## src/rtl/tmr_pkg.sv

```systemverilog
package tmr_pkg;

    // Control word layout: bit 4 halt, bit 3 up, bits 2:0 mode
    typedef struct packed {
        logic       halt;
        logic       up;
        logic [2:0] mode;
    } tmr_ctrl_t;

    localparam int CTRL_W = $bits(tmr_ctrl_t);

    localparam logic [2:0] MODE_ZERO = 3'd0;
    localparam logic [2:0] MODE_FREE = 3'd7;

    localparam tmr_ctrl_t CTRL_RESET = '{halt: 1'b1, up: 1'b0, mode: MODE_ZERO};

    // Compare slot chosen by a mode value; valid only for modes 1..6
    function automatic int mode_slot(input logic [2:0] m);
        return int'(m) - 1;
    endfunction

endpackage

```

## src/rtl/tmr_channel.sv

```systemverilog
module tmr_channel
    import tmr_pkg::*;
#(
    parameter int CNT_W     = 16,
    parameter int NUM_MATCH = 6
) (
    input  logic                 clk,
    input  logic                 rst,
    input  logic                 wr_cur,
    input  logic                 wr_div,
    input  logic                 wr_ctrl,
    input  logic [CNT_W-1:0]     wdata,
    input  tmr_ctrl_t            ctrl_wdata,
    input  logic [CNT_W-1:0]     match_vals [NUM_MATCH],
    output logic [CNT_W-1:0]     cur,
    output logic [CNT_W-1:0]     div,
    output tmr_ctrl_t            ctrl,
    output logic [NUM_MATCH-1:0] hit
);

    logic [CNT_W-1:0] pre;
    logic [CNT_W-1:0] nxt;
    logic             tick;
    logic             sel_hit;
    logic             stop_now;

    assign tick = !ctrl.halt && (pre == div);
    assign nxt  = ctrl.up ? cur + 1'b1 : cur - 1'b1;

    for (genvar n = 0; n < NUM_MATCH; n++) begin : g_cmp
        assign hit[n] = tick && (nxt == match_vals[n]);
    end

    always_comb begin
        sel_hit = 1'b0;
        for (int n = 0; n < NUM_MATCH; n++) begin
            if (mode_slot(ctrl.mode) == n) sel_hit = hit[n];
        end
        if (ctrl.mode == MODE_ZERO)      stop_now = tick && (nxt == '0);
        else if (ctrl.mode == MODE_FREE) stop_now = 1'b0;
        else                             stop_now = sel_hit;
    end

    always_ff @(posedge clk) begin
        if (rst) begin
            cur  <= '0;
            div  <= '0;
            pre  <= '0;
            ctrl <= CTRL_RESET;
        end else begin
            if (ctrl.halt || tick) pre <= '0;
            else                   pre <= pre + 1'b1;

            if (wr_cur)    cur <= wdata;
            else if (tick) cur <= nxt;

            if (wr_div) div <= wdata;

            if (wr_ctrl)       ctrl      <= ctrl_wdata;
            else if (stop_now) ctrl.halt <= 1'b1;
        end
    end


    hold_when_stopped_chk: assert property (@(posedge clk) disable iff (rst)
        (ctrl.halt && !wr_cur) |=> (cur == $past(cur)));


    single_step_chk: assert property (@(posedge clk) disable iff (rst)
        !wr_cur |=> ((cur == $past(cur)) || (cur == $past(cur) + 1'b1) ||
                     (cur == $past(cur) - 1'b1)));


    free_never_stops_chk: assert property (@(posedge clk) disable iff (rst)
        ($rose(ctrl.halt) && !$past(wr_ctrl)) |-> ($past(ctrl.mode) != MODE_FREE));

endmodule

```

## src/rtl/tmr_irq.sv

```systemverilog
module tmr_irq #(
    parameter int NUM_MATCH = 6
) (
    input  logic                 clk,
    input  logic                 rst,
    input  logic [NUM_MATCH-1:0] hit,
    input  logic                 wr_ack,
    input  logic                 wr_mask,
    input  logic [NUM_MATCH-1:0] wdata,
    output logic [NUM_MATCH-1:0] status,
    output logic [NUM_MATCH-1:0] mask,
    output logic                 irq
);

    logic [NUM_MATCH-1:0] clr;

    assign clr = wr_ack ? wdata : '0;
    assign irq = |(status & mask);

    always_ff @(posedge clk) begin
        if (rst) begin
            status <= '0;
            mask   <= '0;
        end else begin
            status <= (status & ~clr) | hit;
            if (wr_mask) mask <= wdata;
        end
    end


    set_wins_chk: assert property (@(posedge clk) disable iff (rst)
        (|hit) |=> ((status & $past(hit)) == $past(hit)));


    ack_clears_chk: assert property (@(posedge clk) disable iff (rst)
        (wr_ack && (hit == '0)) |=> ((status & $past(wdata)) == '0));


    irq_masked_chk: assert property (@(posedge clk) disable iff (rst)
        (mask == '0) |-> !irq);

endmodule

```

## src/rtl/dual_match_timer.sv

```systemverilog
module dual_match_timer
    import tmr_pkg::*;
#(
    parameter int CNT_W     = 16,
    parameter int NUM_MATCH = 6,
    parameter int NUM_CH    = 2,
    parameter int ADDR_W    = 6
) (
    input  logic              clk,
    input  logic              rst,
    input  logic              bus_we,
    input  logic              bus_win,
    input  logic [ADDR_W-1:0] bus_addr,
    input  logic [CNT_W-1:0]  bus_wdata,
    output logic [CNT_W-1:0]  bus_rdata,
    output logic              irq_out
);

    localparam int IDX_W      = ADDR_W - 2;
    localparam int REGS_PER   = 3;
    localparam int MATCH_BASE = REGS_PER * NUM_CH;

    logic [IDX_W-1:0]     widx;
    logic                 aligned;
    logic                 tw;
    logic                 iw;
    logic [CNT_W-1:0]     match_q [NUM_MATCH];
    logic [CNT_W-1:0]     ch_cur  [NUM_CH];
    logic [CNT_W-1:0]     ch_div  [NUM_CH];
    tmr_ctrl_t            ch_ctrl [NUM_CH];
    logic [NUM_MATCH-1:0] ch_hit  [NUM_CH];
    logic [NUM_MATCH-1:0] hit_all;
    logic [NUM_MATCH-1:0] status;
    logic [NUM_MATCH-1:0] mask;
    tmr_ctrl_t            ctrl_wdata;

    assign widx       = bus_addr[ADDR_W-1:2];
    assign aligned    = (bus_addr[1:0] == 2'b00);
    assign tw         = bus_we && !bus_win && aligned;
    assign iw         = bus_we &&  bus_win && aligned;
    assign ctrl_wdata = tmr_ctrl_t'(bus_wdata[CTRL_W-1:0]);

    for (genvar n = 0; n < NUM_MATCH; n++) begin : g_match
        always_ff @(posedge clk) begin
            if (rst)                                        match_q[n] <= '0;
            else if (tw && widx == IDX_W'(MATCH_BASE + n))  match_q[n] <= bus_wdata;
        end
    end

    for (genvar c = 0; c < NUM_CH; c++) begin : g_ch
        tmr_channel #(
            .CNT_W     (CNT_W),
            .NUM_MATCH (NUM_MATCH)
        ) u_ch (
            .clk        (clk),
            .rst        (rst),
            .wr_cur     (tw && widx == IDX_W'(REGS_PER * c)),
            .wr_div     (tw && widx == IDX_W'(REGS_PER * c + 1)),
            .wr_ctrl    (tw && widx == IDX_W'(REGS_PER * c + 2)),
            .wdata      (bus_wdata),
            .ctrl_wdata (ctrl_wdata),
            .match_vals (match_q),
            .cur        (ch_cur[c]),
            .div        (ch_div[c]),
            .ctrl       (ch_ctrl[c]),
            .hit        (ch_hit[c])
        );
    end

    always_comb begin
        hit_all = '0;
        for (int c = 0; c < NUM_CH; c++) hit_all = hit_all | ch_hit[c];
    end

    tmr_irq #(
        .NUM_MATCH (NUM_MATCH)
    ) u_irq (
        .clk     (clk),
        .rst     (rst),
        .hit     (hit_all),
        .wr_ack  (iw && widx == IDX_W'(0)),
        .wr_mask (iw && widx == IDX_W'(1)),
        .wdata   (bus_wdata[NUM_MATCH-1:0]),
        .status  (status),
        .mask    (mask),
        .irq     (irq_out)
    );

    always_comb begin
        bus_rdata = '0;
        if (!bus_win) begin
            for (int c = 0; c < NUM_CH; c++) begin
                if (widx == IDX_W'(REGS_PER * c))     bus_rdata = ch_cur[c];
                if (widx == IDX_W'(REGS_PER * c + 1)) bus_rdata = ch_div[c];
                if (widx == IDX_W'(REGS_PER * c + 2)) bus_rdata = CNT_W'(ch_ctrl[c]);
            end
            for (int n = 0; n < NUM_MATCH; n++) begin
                if (widx == IDX_W'(MATCH_BASE + n)) bus_rdata = match_q[n];
            end
        end else begin
            if (widx == IDX_W'(0)) bus_rdata = CNT_W'(status);
            if (widx == IDX_W'(1)) bus_rdata = CNT_W'(mask);
        end
    end

endmodule

```

## config.mk

```make
export PLATFORM = sky130hd
export DESIGN_NAME = dual_match_timer
export DESIGN_NICKNAME = d
export VERILOG_FILES = /design/src/rtl/tmr_pkg.sv /design/src/rtl/tmr_channel.sv /design/src/rtl/tmr_irq.sv /design/src/rtl/dual_match_timer.sv
export SDC_FILE = /design/constraint.sdc
export NUM_CORES = 1
export LEC_CHECK = 0
export ABC_AREA = 1
export CAP_MARGIN = 20
export CORE_MARGIN = 3
export CORE_UTILIZATION = 55
export DETAILED_ROUTE_END_ITERATION = 8
export PLACE_DENSITY = 0.76
export SYNTH_ARGS = -nofsm -noshare
export SYNTH_HDL_FRONTEND = slang
export SYNTH_HIERARCHICAL = 1
export SYNTH_SLANG_ARGS = --single-unit
export TNS_END_PERCENT = 20
```

## constraint.sdc

```tcl
create_clock -name clk -period 7.9 [get_ports clk]
set_clock_uncertainty 0.15 [all_clocks]
set_input_delay 1.58 -clock clk [delete_from_list [all_inputs] [get_ports clk]]
set_output_delay 1.58 -clock clk [all_outputs]
set_load 0.02 [all_outputs]
```

* After elaboration in Yosys (flattened, before gate mapping)
Cells that the tools add are included.
** Operators by class
- Add/sub/neg operators :: 8
- Eq/ne operators :: 37
- Muxes and demuxes :: 42
- Bitwise gates (word level) :: 5
- Reductions and logical operators :: 54
** Operator list (count)
- $mux 16 :: 20
- $eq 16x16->1 :: 14
- $eq 32x3->1 const B :: 4
- $eq 32x4->1 const B :: 4
- $add 16x1->16 const B :: 4
- $eq 32x2->1 const B :: 2
- $logic_not 32->1 :: 2
- $logic_and 1x1->1 :: 34
- $logic_not 16->1 :: 2
- $sub 16x1->16 const B :: 2
- $mux 1 :: 20
- $eq 4x3->1 const B :: 4
- $eq 4x4->1 const B :: 4
- $and 6x6->6 :: 2
- $mux 6 :: 2
- $or 6x6->6 :: 2
- $eq 4x2->1 const B :: 2
- $reduce_bool 2->1 :: 4
- $sub 3x1->4 const B :: 2
- $eq 3x3->1 const B :: 2
- $logic_not 3->1 :: 2
- $not 6->6 :: 1
- $reduce_or 6->1 :: 1
- $eq 4x1->1 const B :: 1
- 5 further kinds :: 9
** Storage, ports and cells
- Bits in registers :: 214
- Input port bits :: 26
- Output and inout port bits :: 17
- Word-level logic and storage cells :: 166

* Logic depth before layout (Yosys ltp)
- Depth in word-level cells :: 14
- Depth in mapped cells :: 21
- Mapped depth without buffers :: 21

* Hierarchy
The synthesis kept the hierarchy.
** By module, submodules not included
- tmr_channel :: times used 2, cells each 894, area an instance 5385.2 sq um
- dual_match_timer :: times used 1, cells each 774, area an instance 4936.0 sq um
- tmr_irq :: times used 1, cells each 68, area an instance 470.5 sq um

* Worst setup path after synthesis
No wires, ideal clock.
- Path type :: in2out
- Start :: input bus_addr[3]
- End :: output bus_rdata[13]
- Data arrival time :: 2.816 ns
- Required time :: 6.170 ns
- Slack :: 3.354 ns
- Stages on the path :: 10
- Cells stage by stage :: inv_1 nand2_1 nor2_1 clkbuf_1 nand2_1 nand3_1 a21oi_1 nand4_1 a21oi_1 a21oi_1
** On the way
- Cells in the longest elaborated chain, start to end :: 14
** RTL lines
- start: declaration :: line dual_match_timer.sv:13 : input logic [ADDR_W-1:0] bus_addr,
- $logic_not 4->1 :: line dual_match_timer.sv:93 : if (widx == IDX_W'(REGS_PER * c)) bus_rdata = ch_cur[c];
- $mux 16 :: line dual_match_timer.sv:93
- $mux 16 :: line dual_match_timer.sv:94 : if (widx == IDX_W'(REGS_PER * c + 1)) bus_rdata = ch_div[c];
- $mux 16 :: line dual_match_timer.sv:95 : if (widx == IDX_W'(REGS_PER * c + 2)) bus_rdata = CNT_W'(ch_ctrl[c]);
- $mux 16 :: line dual_match_timer.sv:93
- $mux 16 :: line dual_match_timer.sv:94
- $mux 16 :: line dual_match_timer.sv:95
- $mux 16 (5 in series) :: line dual_match_timer.sv:98 : if (widx == IDX_W'(MATCH_BASE + n)) bus_rdata = match_q[n];
- $mux 16 (*) :: line dual_match_timer.sv:98
- $mux 16 (*) :: line dual_match_timer.sv:91 : if (!bus_win) begin
- end: declaration :: line dual_match_timer.sv:15 : output logic [CNT_W-1:0] bus_rdata,
Mark *: on every way between the ends. The rest lies on a longest branch, timed or not.

* Worst setup path after layout
- Start :: input bus_addr[2]
- End :: output bus_rdata[5]
** On the way
- Cells in the longest elaborated chain, start to end :: 14
** RTL lines (line)
- $logic_not 4->1 :: dual_match_timer.sv:93, dual_match_timer.sv:101
- $mux 16 :: dual_match_timer.sv:93
- $mux 16 :: dual_match_timer.sv:94
- $mux 16 :: dual_match_timer.sv:95
- $mux 16 :: dual_match_timer.sv:93
- $mux 16 :: dual_match_timer.sv:94
- $mux 16 :: dual_match_timer.sv:95
- $mux 16 (6 in series) :: dual_match_timer.sv:98
- $mux 16 (*) :: dual_match_timer.sv:91
Marked as above.

==> run summary <==
The cell with the most instances after synthesis is nand2_1. Among all stages on the critical path, the largest delay is contributed by clkinv_1. The async set-or-reset flop fraction in the synthesized netlist came out at 0%.

The initial antenna violation count is 1. The root cell of the clock tree is clkbuf_16. The region available for standard cell placement spans 28,900 µm².

The total number of H-tree levels came out at 1. The number of enable-type register cells in the synthesized netlist is 0. The final layout contains 2,701 nets. The count of different cell masters after synthesis came out at 54.

Across all register-to-register paths, the minimum setup slack is 2.58 ns. Dividing the detail-routed wire length by the instance count gives 21.6 µm. Along the worst path, the maximum fanout reaches 17. The final-layout worst hold slack is 0.327 ns. The violation count after the first detailed-routing iteration came out at 2,687. The number of rows created at floorplan came out at 62.

The vias per cell came out at 6.03. For this run, the leading register cell type out of synthesis is dfxtp_1. The vertical die dimension is 178 µm. The number of setup buffers added after CTS is 0. The minimum period implied by the final worst setup slack came out at 6.25 ns. The antenna diode count is 0. The floorplan step set the die width to 178 µm.

The type of the tightest min-delay check is reg2reg. The pre-antenna-repair detailed-routing pass consisted of 7 iterations. The total of hold buffers inserted after clock tree synthesis is 0. The remaining global-route overflow came out at 0. The worst vdd rail ir drop came out at 0.167 mV. The number of clock sinks is 214. The detail route stage leaves a number of antenna-violating nets equal to 0. Counting flops and latches in the post-synthesis netlist gives 214. The worst slack at placement is 1.71 ns. The number of nets in the synthesized netlist is 2,690. The number of instances resized during post-cts repair came out at 0. The overall die area is 31,500 µm². The signed area change from the synthesized netlist to the final layout came out at 9.43%.

The count of max-cap constraint violations came out at 0. The total negative slack is 0 ns. Grouping stages by cell kind, the critical path spends the most delay in buffers and inverters. The commonest cells after synthesis are nand2_1 (849), inv_1 (276), nor2_1 (254).

The overall via count from detail_route is 18,300. The startpoint kind of the worst setup timing path is a primary input. Setup repair after global routing left no endpoint under its margin.

Walking the worst path, the cells encountered are clkdlybuf4s50_1 -> nand2_1 -> inv_1 -> nand2_1 -> clkinv_1 -> a21oi_1 -> nand4_1 -> nand2_1 -> nand2_1 -> clkdlybuf4s50_1. The final number of setup-violating endpoints came out at 0. The smallest setup slack after layout came out at 1.65 ns.

The proportion of netlist area held by the largest area contributor is 26.5%. Counting along the longest clock path gives a buffer depth of 3. The ratio of cells with drive above 1 in the final layout came out at 7.63%. Measured against its own limit, the worst slew margin works out to 19.7%. The required time of the critical path came out at 6.17 ns. The detailed-placement wirelength estimate came out at 50,300 µm. The multi-input combinational cells in the finished layout cover a total of 10,500 µm². The number of design rule violations left after detail routing came out at 0. The sequential cell area is 4280 µm². dfxtp_1 takes more of the synthesized area than any other cell. For this run, the slowest stage of the critical path takes 0.63 ns. The starting utilization of the core area is 56.1%.

In this run the static leakage power is 7.19 nW. The overall routed net length came out at 65,800 µm. The arrival time of data at the critical path endpoint came out at 4.52 ns.

The layout has 2,834 filler cells. Counting stages on the worst path, the most repeated cell is nand2_1. During placement, the flow inserted port buffers numbering 42.

The design draws 2.59 mW. The via count of the first global-routing pass was 16,600. The clock network latency to the later pin of the worst-skew pair is 0.56 ns.

The final critical-path share of the clock period came out at 79.1%. The number of max-slew violations in the final report is 0. The critical path contains buffers and inverters numbering 4 combined. The global-route wire length before repair is 98,200 µm. The endpoint kind of the worst setup timing path is an output port. Counting every instance in the synthesized netlist gives 2,630. A synthesized cell averages 6.15 µm². The total count of hold-check failures in the final report came to 0. TritonCTS built the clock tree.

The power per cell area came out at 146 nW/µm². The largest net degree at the start of global routing is 74. The final estimated routing congestion in global placement came out at 1.07. The number of warnings printed during yosys synthesis came out at 6.

The flow ran to the end, and the final reports show no timing, DRC or antenna violations. The clock input transition at the sequential cells of the worst setup and hold paths is 0.06 ns. By area the synthesized netlist is led by dfxtp_1 (26%), nand2_1 (20%), a21oi_1 (6.5%). The summed instance area of the synthesized netlist came out at 16,200 µm². For the pin with the worst max-slew slack, the measured transition is 1.19 ns. The number of I/O pins came out at 43. The critical path is of the in2out type. The sequential area share after synthesis came out at 26.5%. The highest attainable clock frequency came out at 0.160 GHz.

The TritonCTS buffer count came out at 25. For this run, the total global-route usage over all layers was measured as 40.7%.
through the flow:
step                      instances  cell area (µm²)  utilization [%]
after global routing           3044            17700             61.3
after detailed placement       2997            16800             58.4
after CTS                      3043            17700             61.3
after floorplan                2630            16200                -
after global placement         2994            16800             58.3
final                          3044            17700             61.3
power breakdown:
group	internal, mW	switching (mW)	total [mW]
sequential	1.08	0.00537	1.09
combinational	0.0711	0.202	0.273
clock	0.714	0.515	1.23
state kept, by name (all words and copies together), names as in the netlist:
register	flops
g_ch.u_ch/ctrl	10
g_ch.u_ch/cur	32
g_ch.u_ch/div	32
g_ch.u_ch/pre	32
match_q	96
u_irq/mask	6
u_irq/status	6
cell families after synthesis:
kind of cell | after synthesis | share of synthesized area [%]
and+or+nand+nor | 1561 | 43.3
adders and majority gates | 34 | 2.72
xor gates and xnor gates | 128 | 7.58
AOI/OAI and AO/OA | 333 | 11.2
DFF | 214 | 26.5
buffers and inverters | 360 | 8.68
routing by layer:
layer  part of all wire (%)  track usage (%)  wire (µm)
met1                     39             54.2      25800
met2                     42             62.4      27800
met3                     12             8.64       7990
met4                    6.2             20.5       4090
met5                  0.023                0         15
layout by cell type (no fill, tap or decap), types with 4 or more instances in the layout:
| cell | count |
|---|---|
| nand2_4 | 8 |
| nor3_1 | 31 |
| xnor2_2 | 6 |
| nor2b_1 | 4 |
| xor2_1 | 62 |
| dfxtp_1 | 214 |
| nor2_4 | 8 |
| or4_1 | 4 |
| nand3b_1 | 20 |
| ha_1 | 32 |
| inv_1 | 276 |
| nor2_1 | 254 |
| nand4_1 | 76 |
| clkbuf_16 | 25 |
| a31oi_1 | 20 |
| or2_2 | 31 |
| nand2_2 | 48 |
| nand3_2 | 12 |
| a21oi_1 | 211 |
| clkinv_1 | 5 |
| clkdlybuf4s50_1 | 41 |
| nor3b_1 | 16 |
| clkinv_2 | 6 |
| a22oi_1 | 4 |
| nand2_1 | 849 |
| nor4_2 | 4 |
| clkbuf_1 | 4 |
| inv_2 | 11 |
| and2_1 | 4 |
| o21ai_0 | 67 |
| o221ai_1 | 6 |
| nand3_1 | 154 |
| buf_4 | 10 |
| o21bai_1 | 4 |
| xnor2_1 | 52 |
| nor3_2 | 6 |
| nor4_1 | 18 |
| xor2_2 | 8 |
| or2_1 | 6 |
final timing paths:
| kind | from | endpoint | cells after the start |
|---|---|---|---|
| worst max-delay path | bus_addr[2] | bus_rdata[5] | 10 |
| worst min-delay path | g_ch[1].u_ch/pre[0] | g_ch[1].u_ch/pre[0] | 1 |
| worst max register to register | g_ch[0].u_ch/cur[0] | u_irq/status[2] | 12 |
| worst min register to register | g_ch[1].u_ch/pre[0] | g_ch[1].u_ch/pre[0] | 1 |
area by class of cell:
cell class / instances / area share [%]
clock buffers: 32 / 3.85
clock inverters: 14 / 0.982
inverters: 292 / 6.19
multi-input cells: 2056 / 59.3
flip-flops and latches: 214 / 24.2
well taps: 384 / 2.71
repair buffers: 52 / 2.81
Note: power is estimated with default switching activity, not from simulation.
